File: src/rtl/uirq_pkg.sv
package uirq_pkg;
    // register byte offsets
    localparam int OFS_CTRL   = 'h00;
    localparam int OFS_CMD    = 'h0C;
    localparam int OFS_STATUS = 'h10;
    localparam int OFS_FLAGS  = 'h40;
    localparam int OFS_FSET   = 'h44;
    localparam int OFS_FCLR   = 'h48;
    localparam int OFS_EN     = 'h4C;
    localparam int OFS_ROUTE  = 'h54;

    // flag bit positions
    localparam int FB_TXC  = 0;
    localparam int FB_TXBL = 1;
    localparam int FB_RXV  = 2;
    localparam int FB_RXOF = 4;

    // status bit positions
    localparam int ST_RXON = 0;
    localparam int ST_TXON = 1;
    localparam int ST_TXC  = 5;
    localparam int ST_TXBL = 6;
    localparam int ST_RXV  = 7;

    // routing and control bit positions
    localparam int RT_RXPEN   = 0;
    localparam int RT_TXPEN   = 1;
    localparam int RT_LOC_LSB = 8;
    localparam int CTRL_SYNC  = 0;

    // channel 0 = receiver, channel 1 = transmitter; command bits 2*ch, 2*ch+1
    localparam int N_CHAN = 2;

    typedef enum logic {
        CH_OFF = 1'b0,
        CH_ON  = 1'b1
    } chan_state_e;
endpackage

File: src/rtl/uirq_chan_fsm.sv
module uirq_chan_fsm
    import uirq_pkg::*;
(
    input  logic clk,
    input  logic rst_n,
    input  logic en_cmd,
    input  logic dis_cmd,
    output logic active
);
    chan_state_e state_q, state_d;

    always_ff @(posedge clk) begin
        if (!rst_n) state_q <= CH_OFF;
        else        state_q <= state_d;
    end

    always_comb begin
        state_d = state_q;
        unique case (state_q)
            CH_OFF: if (en_cmd && !dis_cmd) state_d = CH_ON;
            CH_ON:  if (dis_cmd)            state_d = CH_OFF;
        endcase
    end

    always_comb begin
        active = (state_q == CH_ON);
    end

    a_r6_dis_wins: assert property (@(posedge clk) disable iff (!rst_n)
        dis_cmd |=> !active);
    a_r6_en_takes: assert property (@(posedge clk) disable iff (!rst_n)
        (en_cmd && !dis_cmd) |=> active);
endmodule

File: src/rtl/uirq_flag_bank.sv
module uirq_flag_bank
    import uirq_pkg::*;
#(
    parameter int FLAG_W = 5
) (
    input  logic              clk,
    input  logic              rst_n,
    input  logic [FLAG_W-1:0] hw_lvl,
    input  logic [FLAG_W-1:0] live_lvl,
    input  logic              wr_direct,
    input  logic              wr_set,
    input  logic              wr_clr,
    input  logic [FLAG_W-1:0] wdata,
    output logic [FLAG_W-1:0] flags_o
);
    localparam logic [FLAG_W-1:0] STICKY =
        FLAG_W'((1 << FB_TXC) | (1 << FB_RXV) | (1 << FB_RXOF));
    localparam logic [FLAG_W-1:0] LIVE = FLAG_W'(1 << FB_TXBL);

    logic [FLAG_W-1:0] prev_q, sticky_q, sw_next, rise;

    assign rise = hw_lvl & ~prev_q & STICKY;

    always_comb begin
        if (wr_direct)   sw_next = wdata;
        else if (wr_set) sw_next = sticky_q | wdata;
        else if (wr_clr) sw_next = sticky_q & ~wdata;
        else             sw_next = sticky_q;
    end

    always_ff @(posedge clk) begin
        if (!rst_n) begin
            prev_q   <= '0;
            sticky_q <= '0;
        end else begin
            prev_q   <= hw_lvl;
            sticky_q <= (sw_next | rise) & STICKY;
        end
    end

    assign flags_o = sticky_q | (live_lvl & LIVE);

    for (genvar g = 0; g < FLAG_W; g++) begin : g_chk
        if (STICKY[g]) begin : g_sticky
            a_r5_hw_set_wins: assert property (@(posedge clk) disable iff (!rst_n)
                rise[g] |=> flags_o[g]);
            a_r4_clear_works: assert property (@(posedge clk) disable iff (!rst_n)
                (wr_clr && wdata[g] && !rise[g] && !wr_direct && !wr_set) |=> !flags_o[g]);
        end
    end
endmodule

File: src/rtl/uirq_regs.sv
module uirq_regs
    import uirq_pkg::*;
#(
    parameter int ADDR_W = 8,
    parameter int DATA_W = 32,
    parameter int LOC_W  = 3,
    parameter int FLAG_W = 5
) (
    input  logic              clk,
    input  logic              rst_n,
    input  logic [ADDR_W-1:0] bus_addr,
    input  logic              bus_wr,
    input  logic [DATA_W-1:0] bus_wdata,
    output logic [DATA_W-1:0] bus_rdata,
    input  logic              tx_done_in,
    input  logic              tx_room_in,
    input  logic              rx_avail_in,
    input  logic              rx_ovf_in,
    output logic              rx_enabled,
    output logic              tx_enabled,
    output logic              sync_mode,
    output logic              route_rx_pen,
    output logic              route_tx_pen,
    output logic [LOC_W-1:0]  route_loc,
    output logic              irq_rx,
    output logic              irq_tx
);
    localparam logic [FLAG_W-1:0] EN_MASK =
        FLAG_W'((1 << FB_TXC) | (1 << FB_TXBL) | (1 << FB_RXV) | (1 << FB_RXOF));
    localparam logic [FLAG_W-1:0] RX_SET = FLAG_W'((1 << FB_RXV) | (1 << FB_RXOF));
    localparam logic [FLAG_W-1:0] TX_SET = FLAG_W'((1 << FB_TXC) | (1 << FB_TXBL));

    logic wr_ctrl, wr_cmd, wr_flags, wr_fset, wr_fclr, wr_en, wr_route;

    assign wr_ctrl  = bus_wr && (bus_addr == ADDR_W'(OFS_CTRL));
    assign wr_cmd   = bus_wr && (bus_addr == ADDR_W'(OFS_CMD));
    assign wr_flags = bus_wr && (bus_addr == ADDR_W'(OFS_FLAGS));
    assign wr_fset  = bus_wr && (bus_addr == ADDR_W'(OFS_FSET));
    assign wr_fclr  = bus_wr && (bus_addr == ADDR_W'(OFS_FCLR));
    assign wr_en    = bus_wr && (bus_addr == ADDR_W'(OFS_EN));
    assign wr_route = bus_wr && (bus_addr == ADDR_W'(OFS_ROUTE));

    // stored configuration
    logic              sync_q, rxpen_q, txpen_q;
    logic [LOC_W-1:0]  loc_q;
    logic [FLAG_W-1:0] en_q;

    always_ff @(posedge clk) begin
        if (!rst_n) begin
            sync_q  <= 1'b0;
            rxpen_q <= 1'b0;
            txpen_q <= 1'b0;
            loc_q   <= '0;
            en_q    <= '0;
        end else begin
            if (wr_ctrl) sync_q <= bus_wdata[CTRL_SYNC];
            if (wr_route) begin
                rxpen_q <= bus_wdata[RT_RXPEN];
                txpen_q <= bus_wdata[RT_TXPEN];
                loc_q   <= bus_wdata[RT_LOC_LSB +: LOC_W];
            end
            if (wr_en) en_q <= bus_wdata[FLAG_W-1:0] & EN_MASK;
        end
    end

    // receive / transmit enable machines
    logic [N_CHAN-1:0] chan_on;

    for (genvar g = 0; g < N_CHAN; g++) begin : g_chan
        uirq_chan_fsm u_fsm (
            .clk     (clk),
            .rst_n   (rst_n),
            .en_cmd  (wr_cmd && bus_wdata[2*g]),
            .dis_cmd (wr_cmd && bus_wdata[2*g+1]),
            .active  (chan_on[g])
        );
    end

    // interrupt flags
    logic [FLAG_W-1:0] hw_lvl, live_lvl, flags;

    always_comb begin
        hw_lvl           = '0;
        hw_lvl[FB_TXC]   = tx_done_in;
        hw_lvl[FB_RXV]   = rx_avail_in;
        hw_lvl[FB_RXOF]  = rx_ovf_in;
        live_lvl          = '0;
        live_lvl[FB_TXBL] = tx_room_in;
    end

    uirq_flag_bank #(.FLAG_W(FLAG_W)) u_flags (
        .clk       (clk),
        .rst_n     (rst_n),
        .hw_lvl    (hw_lvl),
        .live_lvl  (live_lvl),
        .wr_direct (wr_flags),
        .wr_set    (wr_fset),
        .wr_clr    (wr_fclr),
        .wdata     (bus_wdata[FLAG_W-1:0]),
        .flags_o   (flags)
    );

    // read path
    always_comb begin
        bus_rdata = '0;
        case (bus_addr)
            ADDR_W'(OFS_CTRL):   bus_rdata[CTRL_SYNC] = sync_q;
            ADDR_W'(OFS_STATUS): begin
                bus_rdata[ST_RXON] = chan_on[0];
                bus_rdata[ST_TXON] = chan_on[1];
                bus_rdata[ST_TXC]  = tx_done_in;
                bus_rdata[ST_TXBL] = tx_room_in;
                bus_rdata[ST_RXV]  = rx_avail_in;
            end
            ADDR_W'(OFS_FLAGS):  bus_rdata[FLAG_W-1:0] = flags;
            ADDR_W'(OFS_EN):     bus_rdata[FLAG_W-1:0] = en_q;
            ADDR_W'(OFS_ROUTE): begin
                bus_rdata[RT_RXPEN]              = rxpen_q;
                bus_rdata[RT_TXPEN]              = txpen_q;
                bus_rdata[RT_LOC_LSB +: LOC_W]   = loc_q;
            end
            default: ;
        endcase
    end

    // outputs
    assign rx_enabled   = chan_on[0];
    assign tx_enabled   = chan_on[1];
    assign sync_mode    = sync_q;
    assign route_rx_pen = rxpen_q;
    assign route_tx_pen = txpen_q;
    assign route_loc    = loc_q;
    assign irq_rx       = |(flags & en_q & RX_SET);
    assign irq_tx       = |(flags & en_q & TX_SET);

    a_r2_live_level: assert property (@(posedge clk) disable iff (!rst_n)
        (bus_addr == ADDR_W'(OFS_FLAGS)) |-> (bus_rdata[FB_TXBL] == tx_room_in));
endmodule

File: config.mk
export PLATFORM = sky130hd
export DESIGN_NAME = uirq_regs
export DESIGN_NICKNAME = d
export VERILOG_FILES = /design/src/rtl/uirq_pkg.sv /design/src/rtl/uirq_chan_fsm.sv /design/src/rtl/uirq_flag_bank.sv /design/src/rtl/uirq_regs.sv
export SDC_FILE = /design/constraint.sdc
export NUM_CORES = 1
export LEC_CHECK = 0
export CELL_PAD_IN_SITES_DETAIL_PLACEMENT = 1
export CELL_PAD_IN_SITES_GLOBAL_PLACEMENT = 2
export CORE_AREA = 2 2 89 91
export DETAILED_ROUTE_END_ITERATION = 16
export DIE_AREA = 0 0 91 93
export GPL_TIMING_DRIVEN = 0
export PLACE_DENSITY = 0.77
export SYNTH_ARGS = -nofsm -noshare
export SYNTH_HDL_FRONTEND = slang
export SYNTH_HIERARCHICAL = 1
export SYNTH_SLANG_ARGS = --single-unit
File: constraint.sdc
create_clock -name clk -period 2.2 [get_ports clk]
set_input_delay 0.22 -clock clk [delete_from_list [all_inputs] [get_ports clk]]
set_output_delay 0.22 -clock clk [all_outputs]
set_load 0.01 [all_outputs]
==> parameters.txt, run 1 <==
Parameter                              Value

Outcome
  Result of the run    finished, final reports clean

Synth
  Number of flip-flops and latches in the synthesized netlist    18
  Count of cell types in the netlist    30
  Number of instances in the synthesized netlist    150
  Netlist area before placement    ~1200 um2
  Number of enable-type register cells in the synthesized netlist    0
  Most used DFF post-synth    sky130_fd_sc_hd__dfxtp_1
  Async SR Flop Fraction    0
  Synth warnings    6
  Per-instance average area after synthesis    8.27 um2
  Portion of the post-synthesis area used by sequential elements    0.291

STA
  Total negative slack for setup checks    0 ns
  Smallest hold slack    between 0.4 and 0.5 ns
  Rel. slew slack    0.547
  Highest clock frequency the design can meet    476 MHz
  Setup repair after global routing missed its margin    false
  Final max-slew violation count    0
  Final clock period utilization by the worst path    0.954
  Fin Clk Skew    0.0000798 ns
  Measured slew at the worst slew-check pin    slightly below 0.7 ns
  Final critical path time including I/O delays and setup    2.10 ns
  Final setup violation count    0
  Hold Violations, Final    0

CTS
  Number of buffers inserted during clock tree synthesis    3
  Number of hold buffers added after cts    0
  Number of clock sinks seen by CTS    18
  Cell at the root of the clock tree    sky130_fd_sc_hd__clkbuf_8
  Buffer levels on the longest clock path    2
  Clock tree from TritonCTS    done
  Clock transition time at the flip-flop clock pins of the worst setup and hold paths    about 0.07 ns
  Clk Latency, worst-skew pair    around 0.25 ns
  Deepest level of the CTS H-tree    1

Power
  Total power    ~0.74 mW
  VDD IR-drop max    about 130 uV
  Static leakage    roughly 0.95 nW
  Power density of the placed cells    ~360 nW/um2

Worst hold path
  Hold-critical path depth    2
  Startpoint of the tightest hold check path    route_loc[0]
  Hold Crit Class    flip-flop to flip-flop
  Hold Crit Endpoint    route_loc[0]

Finish
  Layout overhead on the synthesized area    66.2%
  Net count reported at finish    about 270
  Antenna diode instance count    0
  Share of final-layout standard cells stronger than drive strength 1    0.268
  Final instance area    roughly 2100 um2
  Filler Cell Count    between 900 and 1000
  Storage cell area    360 um2
  Area of the multi-input gates    between 700 and 800 um2
  Utilization after layout    0.274

Floorplanning
  Core box area    between 7000 and 8000 um2
  Chip Width    around 90 um
  Number of top-level design ports    between 80 and 90
  Full die area    roughly 8500 um2
  Site Rows    32
  Die Ht    between 90 and 100 um
  Initial Util    0.165

Route
  Via count of the routed design    between 1000 and 1500
  Router iterations before antenna repair    4
  Number of design rule violations left after detail routing    0
  Average wire per cell in the routed design    approximately 12 um
  Post-DRT Antenna Nets    0
  Vias per cell    3.78
  Sum of routed wire length over all layers    3960 um
  Iteration-0 DRC count of the detailed router    44

Place
  PortBufs    42
  Cell area after placement    roughly 1900 um2
  Final weighted congestion of routability-driven global placement    0.753
  HPWL after detailed placement    3140 um

Critical path
  Kind of end point of the critical path    output port
  Reg2Reg Capture Point    g_chan[1].u_fsm/active
  Maximum fanout along the worst path    2
  Reg-to-reg startpoint    g_chan[1].u_fsm/active
  R2R Setup Slk    between 1.5 and 2 ns
  Worst Reg2Reg Path Length in Cells    2
  Startpoint class of the critical path    input port
  Critical path required time    a little under 2 ns
  Path type of the worst setup path    input port to output port
  Data arrival time of the worst path    1.88 ns

Global routing
  Number of antenna violations at the first check in global routing    0
  Via count of the first global-routing pass    ~1200
  Pin count of the biggest net entering global routing    11
  Total routing usage reported by global routing    0.0925
  Aggregate global routing overflow    0
  Wire length of the first global-routing pass    between 6000 and 7000 um

Run
  Count of maximum capacitance violations    0
==> worst max path at each step <==
stage | from | end | slack [ns] | depth (start not counted)
6_report | tx_room_in | bus_rdata[1] | 0.10 | 6
5_1_grt | tx_room_in | bus_rdata[1] | 0.03 | 6
4_1_cts | bus_addr[1] | bus_rdata[7] | -0.01 | 8
3_5_place_dp | bus_addr[5] | bus_rdata[1] | -0.67 | 5
3_3_place_gp | bus_addr[5] | bus_rdata[1] | -0.64 | 5
2_1_floorplan | bus_addr[5] | u_flags/sticky_q[2] | 0.55 | 7
==> registers in the layout, summed over array words and instances (netlist names) <==
register,count
en_q,4
g_chan.u_fsm/active,2
route_loc,3
route_rx_pen,1
route_tx_pen,1
sync_mode,1
u_flags/prev_q,3
u_flags/sticky_q,3
==> Yosys cell counts (3+ instances only) <==
library cell               instances  share of area
sky130_fd_sc_hd__buf_4            24           0.15
sky130_fd_sc_hd__nand2_1          22          0.067
sky130_fd_sc_hd__dfxtp_1          18           0.29
sky130_fd_sc_hd__and2_1           14          0.071
sky130_fd_sc_hd__mux2i_1          11          0.089
sky130_fd_sc_hd__nand3_1           8          0.032
sky130_fd_sc_hd__nor3_1            7          0.028
sky130_fd_sc_hd__a22o_1            4          0.028
sky130_fd_sc_hd__clkbuf_1          4          0.012
sky130_fd_sc_hd__nand3b_1          3          0.018
sky130_fd_sc_hd__nand4b_1          3          0.021
sky130_fd_sc_hd__nor2_1            3         0.0091
sky130_fd_sc_hd__nor4_1            3          0.015
sky130_fd_sc_hd__or3_1             3          0.015
sky130_fd_sc_hd__or3b_2            3          0.021
==> worst max-delay path, stage by stage <==
cell and delay [ns]:
sky130_fd_sc_hd__clkdlybuf4s50_1 0.48, sky130_fd_sc_hd__buf_4 0.12, sky130_fd_sc_hd__or3b_2 0.43, sky130_fd_sc_hd__a211oi_1 0.24, sky130_fd_sc_hd__a221o_1 0.17, sky130_fd_sc_hd__clkdlybuf4s15_2 0.23
==> layout make-up <==
type	count	share of cell area
clock buffers	3	0.0200
repair buffers	51	0.236
inverters	2	0.00364
plain buffers	31	0.121
well taps	102	0.0619
flip-flops and latches	18	0.175
multi-input cells	119	0.383
==> cells in the final DEF, fill, tap and decap left out, drive strengths merged <==
| cell type | n |
|---|---|
| nand2 | 22 |
| or4 | 1 |
| nand3b | 3 |
| nand4b | 3 |
| or2 | 2 |
| and2 | 14 |
| a221o | 1 |
| dlymetal6s2s | 4 |
| nand3 | 8 |
| clkdlybuf4s50 | 24 |
| or4b | 1 |
| mux2i | 11 |
| nor3b | 2 |
| clkbuf | 7 |
| nand4bb | 1 |
| dfxtp | 18 |
| a211o | 1 |
| dlygate4sd2 | 12 |
| or3 | 3 |
| inv | 2 |
| clkdlybuf4s15 | 2 |
| nor4 | 4 |
| or3b | 4 |
| nor3 | 7 |
| nor2 | 3 |
| buf | 36 |
| a211oi | 2 |
| conb | 22 |
| a22o | 4 |
==> through the flow <==
step | cells | setup WS (ns)
after floorplan | 170 | 0.551
after global placement | 314 | -0.644
after detailed placement | 314 | -0.669
after CTS | 322 | -0.0101
after global routing | 326 | 0.0306
final | 326 | 0.100
==> power by group <==
part | switching, mW | total [mW] | leakage, nW | internal, mW
clock | 0.116 | 0.238 | 0.0216 | 0.122
combinational | 0.0736 | 0.161 | 0.782 | 0.0874
sequential | 0.00476 | 0.339 | 0.147 | 0.334
==> metal layers <==
layer | wire length (um) | vias up | global-route usage
met3 | 289 | 4 | 0.0306
li1 | - | 618 | -
met5 | 0 | - | 0
met2 | 1900 | 43 | 0.156
met4 | 33 | 0 | 0.0265
met1 | 1740 | 568 | 0.113
==> what timing repair did <==
item / in CTS / in global routing
cloned: 0 / 0
pin swaps: 4 / 1
resized for setup: 37 / 5
buffers inserted: 5 / 4
endpoints found under the setup margin: 10 / 5
==> cells by family after synthesis <==
group / share of synthesized area
AO/OA/AOI/OAI: 0.0555
buffers and inverters: 0.186
flip-flops: 0.291
multiplexers: 0.0888
other: 0.00606
AND/OR/NAND/NOR: 0.373
(Power assumes the default switching activity.)
==> inputs of run 2 (changes only) <==
Settings changed: SKIP_LAST_GASP set to 1.
==> run 2 against run 1 <==
  * Utilization decreased by 0.32 points
  * Non-clock buffer count decreased by 3
  * Clock-buffer cell count unchanged
  * Sequential power about the same
  * First-iteration DRC count increased by 2.3%
  * Via count decreased by 1.3%
  * Sequential share of layout area increased by 0.20 points
  * Largest power group unchanged
==> parameters.txt, run 2 (synthesized netlist as in run 1, its figures left out) <==
Parameter                              Value

Outcome
  Result of the run    finished, final reports clean

Global routing
  Via count of the first global-routing pass    about 1200
  Total routing usage reported by global routing    0.0934
  Number of antenna violations at the first check in global routing    0
  Pin count of the biggest net entering global routing    11
  Aggregate global routing overflow    0
  Wire length of the first global-routing pass    roughly 6300 um

Critical path
  Crit path max-delay cell type    sky130_fd_sc_hd__clkdlybuf4s50_1
  Data arrival time of the worst path    about 1.9 ns
  Maximum fanout along the worst path    10
  Critical path required time    ~2.0 ns
  Crit path buf inv count    5
  Cell-by-cell listing of the critical path    clkdlybuf4s50_1, or3_4, buf_6, nor3_4, buf_4, buf_4, and2_1, clkbuf_2
  Cell family with most CP delay    buffers and inverters
  Startpoint class of the critical path    input port
  Worst Reg2Reg Path Length in Cells    2
  Path type of the worst setup path    input port to output port
  Critical path depth    8
  Top cell by count, worst path    sky130_fd_sc_hd__buf_4
  Slowest stage delay, CP    roughly 0.45 ns
  Kind of end point of the critical path    output port

Power
  Share of power burned in combinational logic    0.217
  Switching power of the nets    roughly 0.19 mW
  Net switching fraction of the power    0.260
  Internal Power    about 0.54 mW
  VDD IR-drop max    roughly 130 uV
  Total power    between 0.7 and 0.8 mW
  Proportion of power drawn by the clock network    0.321
  Static leakage    0.962 nW
  Share of power burned in registers    0.462
  Power density of the placed cells    between 300 and 400 nW/um2

STA
  Smallest hold slack    0.476 ns
  Final clock period utilization by the worst path    0.968
  Fin Clk Skew    0.0000777 ns
  Highest clock frequency the design can meet    roughly 470 MHz
  Total negative slack for setup checks    0 ns
  Worst Slack Setup Final    approximately 0.071 ns
  Final max-slew violation count    0
  Final critical path time including I/O delays and setup    around 2.1 ns
  Measured slew at the worst slew-check pin    0.656 ns
  Final setup violation count    0
  Rel. slew slack    0.559
  Setup repair after global routing missed its margin    false
  Hold Violations, Final    0

Place
  Cell area after placement    roughly 1900 um2
  Setup WS pre-CTS    -0.669 ns
  Number of placed instances, taps included    between 300 and 400
  Final weighted congestion of routability-driven global placement    about 0.75
  PortBufs    42
  HPWL after detailed placement    3140 um

Worst hold path
  Hold Crit Class    flip-flop to flip-flop
  Hold-critical path depth    2

Floorplanning
  Die Ht    93 um
  Full die area    between 8000 and 9000 um2
  Chip Width    91 um
  Core box area    about 7500 um2
  Number of top-level design ports    slightly below 90
  Initial Util    0.165
  Site Rows    32

Finish
  Antenna diode instance count    0
  Share of final-layout standard cells stronger than drive strength 1    0.262
  Commonest non-fill, non-tap cell in the layout    sky130_fd_sc_hd__buf_4
  Max FFs per register    4
  Layout overhead on the synthesized area    64.3%
  Utilization after layout    0.271
  Largest register by flop count    en_q
  Net count reported at finish    270
  Top library cells by usage in the layout, fill and taps aside    sky130_fd_sc_hd__buf_4 (30), sky130_fd_sc_hd__clkdlybuf4s50_1 (26), sky130_fd_sc_hd__nand2_1 (22), sky130_fd_sc_hd__conb_1 (22), sky130_fd_sc_hd__dfxtp_1 (18)
  Final instance area    between 2000 and 2500 um2
  Finished Layout Cells    323

Route
  Router iterations before antenna repair    4
  Average wire per cell in the routed design    around 12 um
  Post-DRT Antenna Nets    0
  Highest metal layer used by the detailed router    met4
  Via count of the routed design    ~1200
  Iteration-0 DRC count of the detailed router    45
  Number of design rule violations left after detail routing    0
  Sum of routed wire length over all layers    a little under 4000 um
  Met2 layer wire length in the routed design    between 1500 and 2000 um
  Detailed route wirelength on metal3    291 um
  Vias per cell    approximately 3.8
  Met1 Routed Length    1700 um

CTS
  Buffer levels on the longest clock path    2
  Number of clock sinks seen by CTS    18
  Deepest level of the CTS H-tree    1
  Number of hold buffers added after cts    0
  Clock tree from TritonCTS    done
  Number of buffers inserted during clock tree synthesis    3
  Clock transition time at the flip-flop clock pins of the worst setup and hold paths    about 0.07 ns
  Clk Latency, worst-skew pair    approximately 0.25 ns
  Cell at the root of the clock tree    sky130_fd_sc_hd__clkbuf_8

Run
  Count of maximum capacitance violations    0
==> run 2: what timing repair did <==
item | in CTS | in global routing
buffers inserted | 5 | 1
pin swaps | 4 | 3
gates resized for setup | 28 | 15
setup endpoints to repair | 10 | 10
==> run 2: power by group through the flow <==
| stage | clock (mW) | sequential [mW] | combinational, mW |
|---|---|---|---|
| after global placement | 0 | 0.347 | 0.146 |
| final | 0.235 | 0.339 | 0.159 |
| after CTS | 0.245 | 0.339 | 0.159 |
| after detailed placement | 0 | 0.347 | 0.147 |
| after floorplan | 0 | 0.345 | 0.0867 |
| after global routing | 0.260 | 0.340 | 0.174 |
==> run 2: final cells by class <==
| cell class | count | area, um2 |
|---|---|---|
| Fill cell | 931 | 5490 |
| Multi-Input combinational cell | 119 | 790 |
| Timing Repair Buffer | 48 | 462 |
| Sequential cell | 18 | 360 |
| Buffer | 31 | 249 |
| Tap cell | 102 | 128 |
| Clock buffer | 3 | 41.3 |
| Inverter | 2 | 7.51 |
==> run 2: path summary, 6_finish.rpt <==
| kind | slack (ns) | start | to |
|---|---|---|---|
| max | 0.07 | bus_addr[0] | bus_rdata[7] |
| max reg2reg | 1.52 | g_chan[1].u_fsm/active | g_chan[1].u_fsm/active |
| min reg2reg | 0.48 | route_loc[0] | route_loc[0] |
| min | 0.48 | route_loc[0] | route_loc[0] |
==> run 2: worst min-delay path: cells and delay by family (launching register included) <==
| family | cells | cell delay, ns |
|---|---|---|
| flops | 1 | 0.32 |
| mux | 1 | 0.06 |
| simple gates | 1 | 0.05 |
==> run 2: layer usage <==
metal | vias to the layer above | track usage
met4 | 0 | 0.0265
met5 | - | 0
met1 | 557 | 0.114
met3 | 4 | 0.0306
li1 | 613 | -
met2 | 43 | 0.158
==> inputs of run 3 (changes only) <==
Settings changed: REMOVE_ABC_BUFFERS set to 1.
==> run 3 against run 2 <==
  * Die area unchanged
  * Clock-buffer cell count increased by 1
  * Power decreased by 0.61%
  * Clock power increased by 14%
  * Worst setup slack got worse by 0.061 ns
  * Non-clock buffer count decreased by 24
  * Fmax decreased by 2.8%
  * Combinational power decreased by 23%
  * Utilization decreased by 2.5 points
  * Sequential cell count unchanged
  * Design area decreased by 9.2%
  * Sequential share of layout area increased by 1.8 points
==> parameters.txt, run 3 (synthesized netlist as in run 1, its figures left out) <==
Parameter                              Value

STA
  Smallest hold slack    0.480 ns
  Final max-slew violation count    0
  Worst Slack Setup Final    about 0.0099 ns
  Hold Violations, Final    0
  Final clock period utilization by the worst path    0.995
  Measured slew at the worst slew-check pin    0.977 ns
  Setup repair after global routing missed its margin    true
  Final critical path time including I/O delays and setup    2.19 ns
  Rel. slew slack    0.347
  Fin Clk Skew    just under 0.0002 ns
  Final setup violation count    0
  Highest clock frequency the design can meet    about 460 MHz

Outcome
  Result of the run    finished, final reports clean

Critical path
  Slowest stage delay, CP    0.44 ns
  Crit path buf inv count    3
  Maximum fanout along the worst path    6
  Data arrival time of the worst path    about 2.0 ns
  Path type of the worst setup path    input port to output port
  Reg-to-reg startpoint    route_tx_pen
  Crit path max-delay cell type    sky130_fd_sc_hd__clkdlybuf4s50_1
  Kind of end point of the critical path    output port
  Startpoint class of the critical path    input port
  Critical path required time    just under 2 ns
  Cell family with most CP delay    buffers and inverters
  Reg2Reg Capture Point    route_tx_pen
  Cell-by-cell listing of the critical path    clkdlybuf4s50_1, or3_4, buf_4, nor4_1, a211o_1, dlygate4sd2_1
  Worst Reg2Reg Path Length in Cells    2
  R2R Setup Slk    about 1.5 ns

Global routing
  Aggregate global routing overflow    0
  Via count of the first global-routing pass    around 1200
  Total routing usage reported by global routing    0.0855
  Pin count of the biggest net entering global routing    32
  Wire length of the first global-routing pass    around 5800 um
  Number of antenna violations at the first check in global routing    0

Power
  Share of power burned in combinational logic    0.167
  Total power    0.729 mW
  Switching power of the nets    0.180 mW
  VDD IR-drop max    approximately 160 uV
  Static leakage    roughly 0.82 nW
  Power density of the placed cells    between 300 and 400 nW/um2
  Net switching fraction of the power    0.247
  Share of power burned in registers    0.466
  Internal Power    0.549 mW
  Proportion of power drawn by the clock network    0.367

Finish
  Commonest non-fill, non-tap cell in the layout    sky130_fd_sc_hd__clkdlybuf4s50_1
  Largest register by flop count    en_q
  Share of final-layout standard cells stronger than drive strength 1    0.202
  Top library cells by usage in the layout, fill and taps aside    sky130_fd_sc_hd__clkdlybuf4s50_1 (27), sky130_fd_sc_hd__nand2_1 (22), sky130_fd_sc_hd__conb_1 (22), sky130_fd_sc_hd__dfxtp_1 (18), sky130_fd_sc_hd__and2_1 (14)
  Finished Layout Cells    300
  Net count reported at finish    246
  Antenna diode instance count    0
  Max FFs per register    4
  Layout overhead on the synthesized area    49.2%

Route
  Iteration-0 DRC count of the detailed router    19
  Average wire per cell in the routed design    approximately 12 um
  Vias per cell    3.84
  Post-DRT Antenna Nets    0
  Router iterations before antenna repair    4
  Sum of routed wire length over all layers    3740 um
  Via count of the routed design    between 1000 and 1500
  Number of design rule violations left after detail routing    0

Floorplanning
  Number of top-level design ports    between 80 and 90
  Die Ht    93 um
  Core box area    roughly 7500 um2
  Site Rows    32
  Full die area    approximately 8500 um2
  Chip Width    91 um
  Initial Util    0.165

CTS
  Number of buffers inserted during clock tree synthesis    3
  Deepest level of the CTS H-tree    1
  Clk Latency, worst-skew pair    0.25 ns
  Clock transition time at the flip-flop clock pins of the worst setup and hold paths    0.07 ns
  Clock tree from TritonCTS    done
  Cell at the root of the clock tree    sky130_fd_sc_hd__clkbuf_8
  Number of clock sinks seen by CTS    18
  Number of hold buffers added after cts    0
  Buffer levels on the longest clock path    2

Place
  Number of placed instances, taps included    ~280
  Setup WS pre-CTS    -0.883 ns
  PortBufs    42
  HPWL after detailed placement    roughly 2800 um
  Final weighted congestion of routability-driven global placement    roughly 0.78

Run
  Count of maximum capacitance violations    0

Worst hold path
  Hold Crit Endpoint    en_q[0]
  Hold Crit Class    flip-flop to flip-flop
  Startpoint of the tightest hold check path    en_q[0]
  Hold-critical path depth    2
-- run 3: per-stage QoR --
| stage | TNS (ns) | util | area (um2) |
|---|---|---|---|
| after floorplan | 0 | - | 1090 |
| after global placement | -7.06 | 0.218 | 1640 |
| after detailed placement | -7.47 | 0.218 | 1640 |
| after CTS | -0.695 | 0.240 | 1810 |
| after global routing | -0.0569 | 0.246 | 1850 |
| final | 0 | 0.246 | 1850 |
-- run 3: power by group through the flow --
stage          Combinational (mW)  Sequential [mW]  Clock, mW
3_3_place_gp                0.108            0.347          0
6_report                    0.122            0.339      0.268
5_1_grt                     0.133            0.341      0.293
3_5_place_dp                0.110            0.347          0
4_1_cts                     0.120            0.339      0.284
2_1_floorplan              0.0435            0.345          0
-- run 3: routing by layer --
| metal | wire length (um) | global-route usage | vias up |
|---|---|---|---|
| met5 | 0 | 0 | - |
| met4 | 38 | 0.0341 | 0 |
| met3 | 220 | 0.0153 | 2 |
| met2 | 1770 | 0.145 | 39 |
| met1 | 1710 | 0.108 | 541 |
| li1 | - | - | 569 |
-- run 3: final cells by class --
| type | count | area (um2) |
|---|---|---|
| tap | 102 | 128 |
| sequential | 18 | 360 |
| timing repair buffer | 55 | 497 |
| fill | 917 | 5680 |
| clock buffer | 4 | 55.1 |
| inverter | 2 | 7.51 |
| multi-input combinational | 119 | 803 |
-- run 3: worst max path at each step --
stage / from / to / cells past startpoint
floorplan: bus_addr[5] / u_flags/sticky_q[2] / 6
global placement: bus_addr[4] / bus_rdata[1] / 5
detailed placement: bus_addr[4] / bus_rdata[1] / 5
CTS: bus_addr[6] / bus_rdata[4] / 5
global route: bus_addr[1] / bus_rdata[0] / 6
finish: bus_addr[1] / bus_rdata[0] / 6
-- run 3: repair_timing --
action / 4_1_cts / 5_1_grt
setup buffers: 9 / 4
gates resized for setup: 23 / 18
gates cloned: 0 / 0
endpoints found under the setup margin: 10 / 9
pin swaps: 5 / 3
-- run 3: worst register-to-register path, cell delays in order (launching register included) --
cell and delay [ns]:
sky130_fd_sc_hd__dfxtp_1 0.40, sky130_fd_sc_hd__nand2_1 0.07, sky130_fd_sc_hd__mux2i_1 0.15
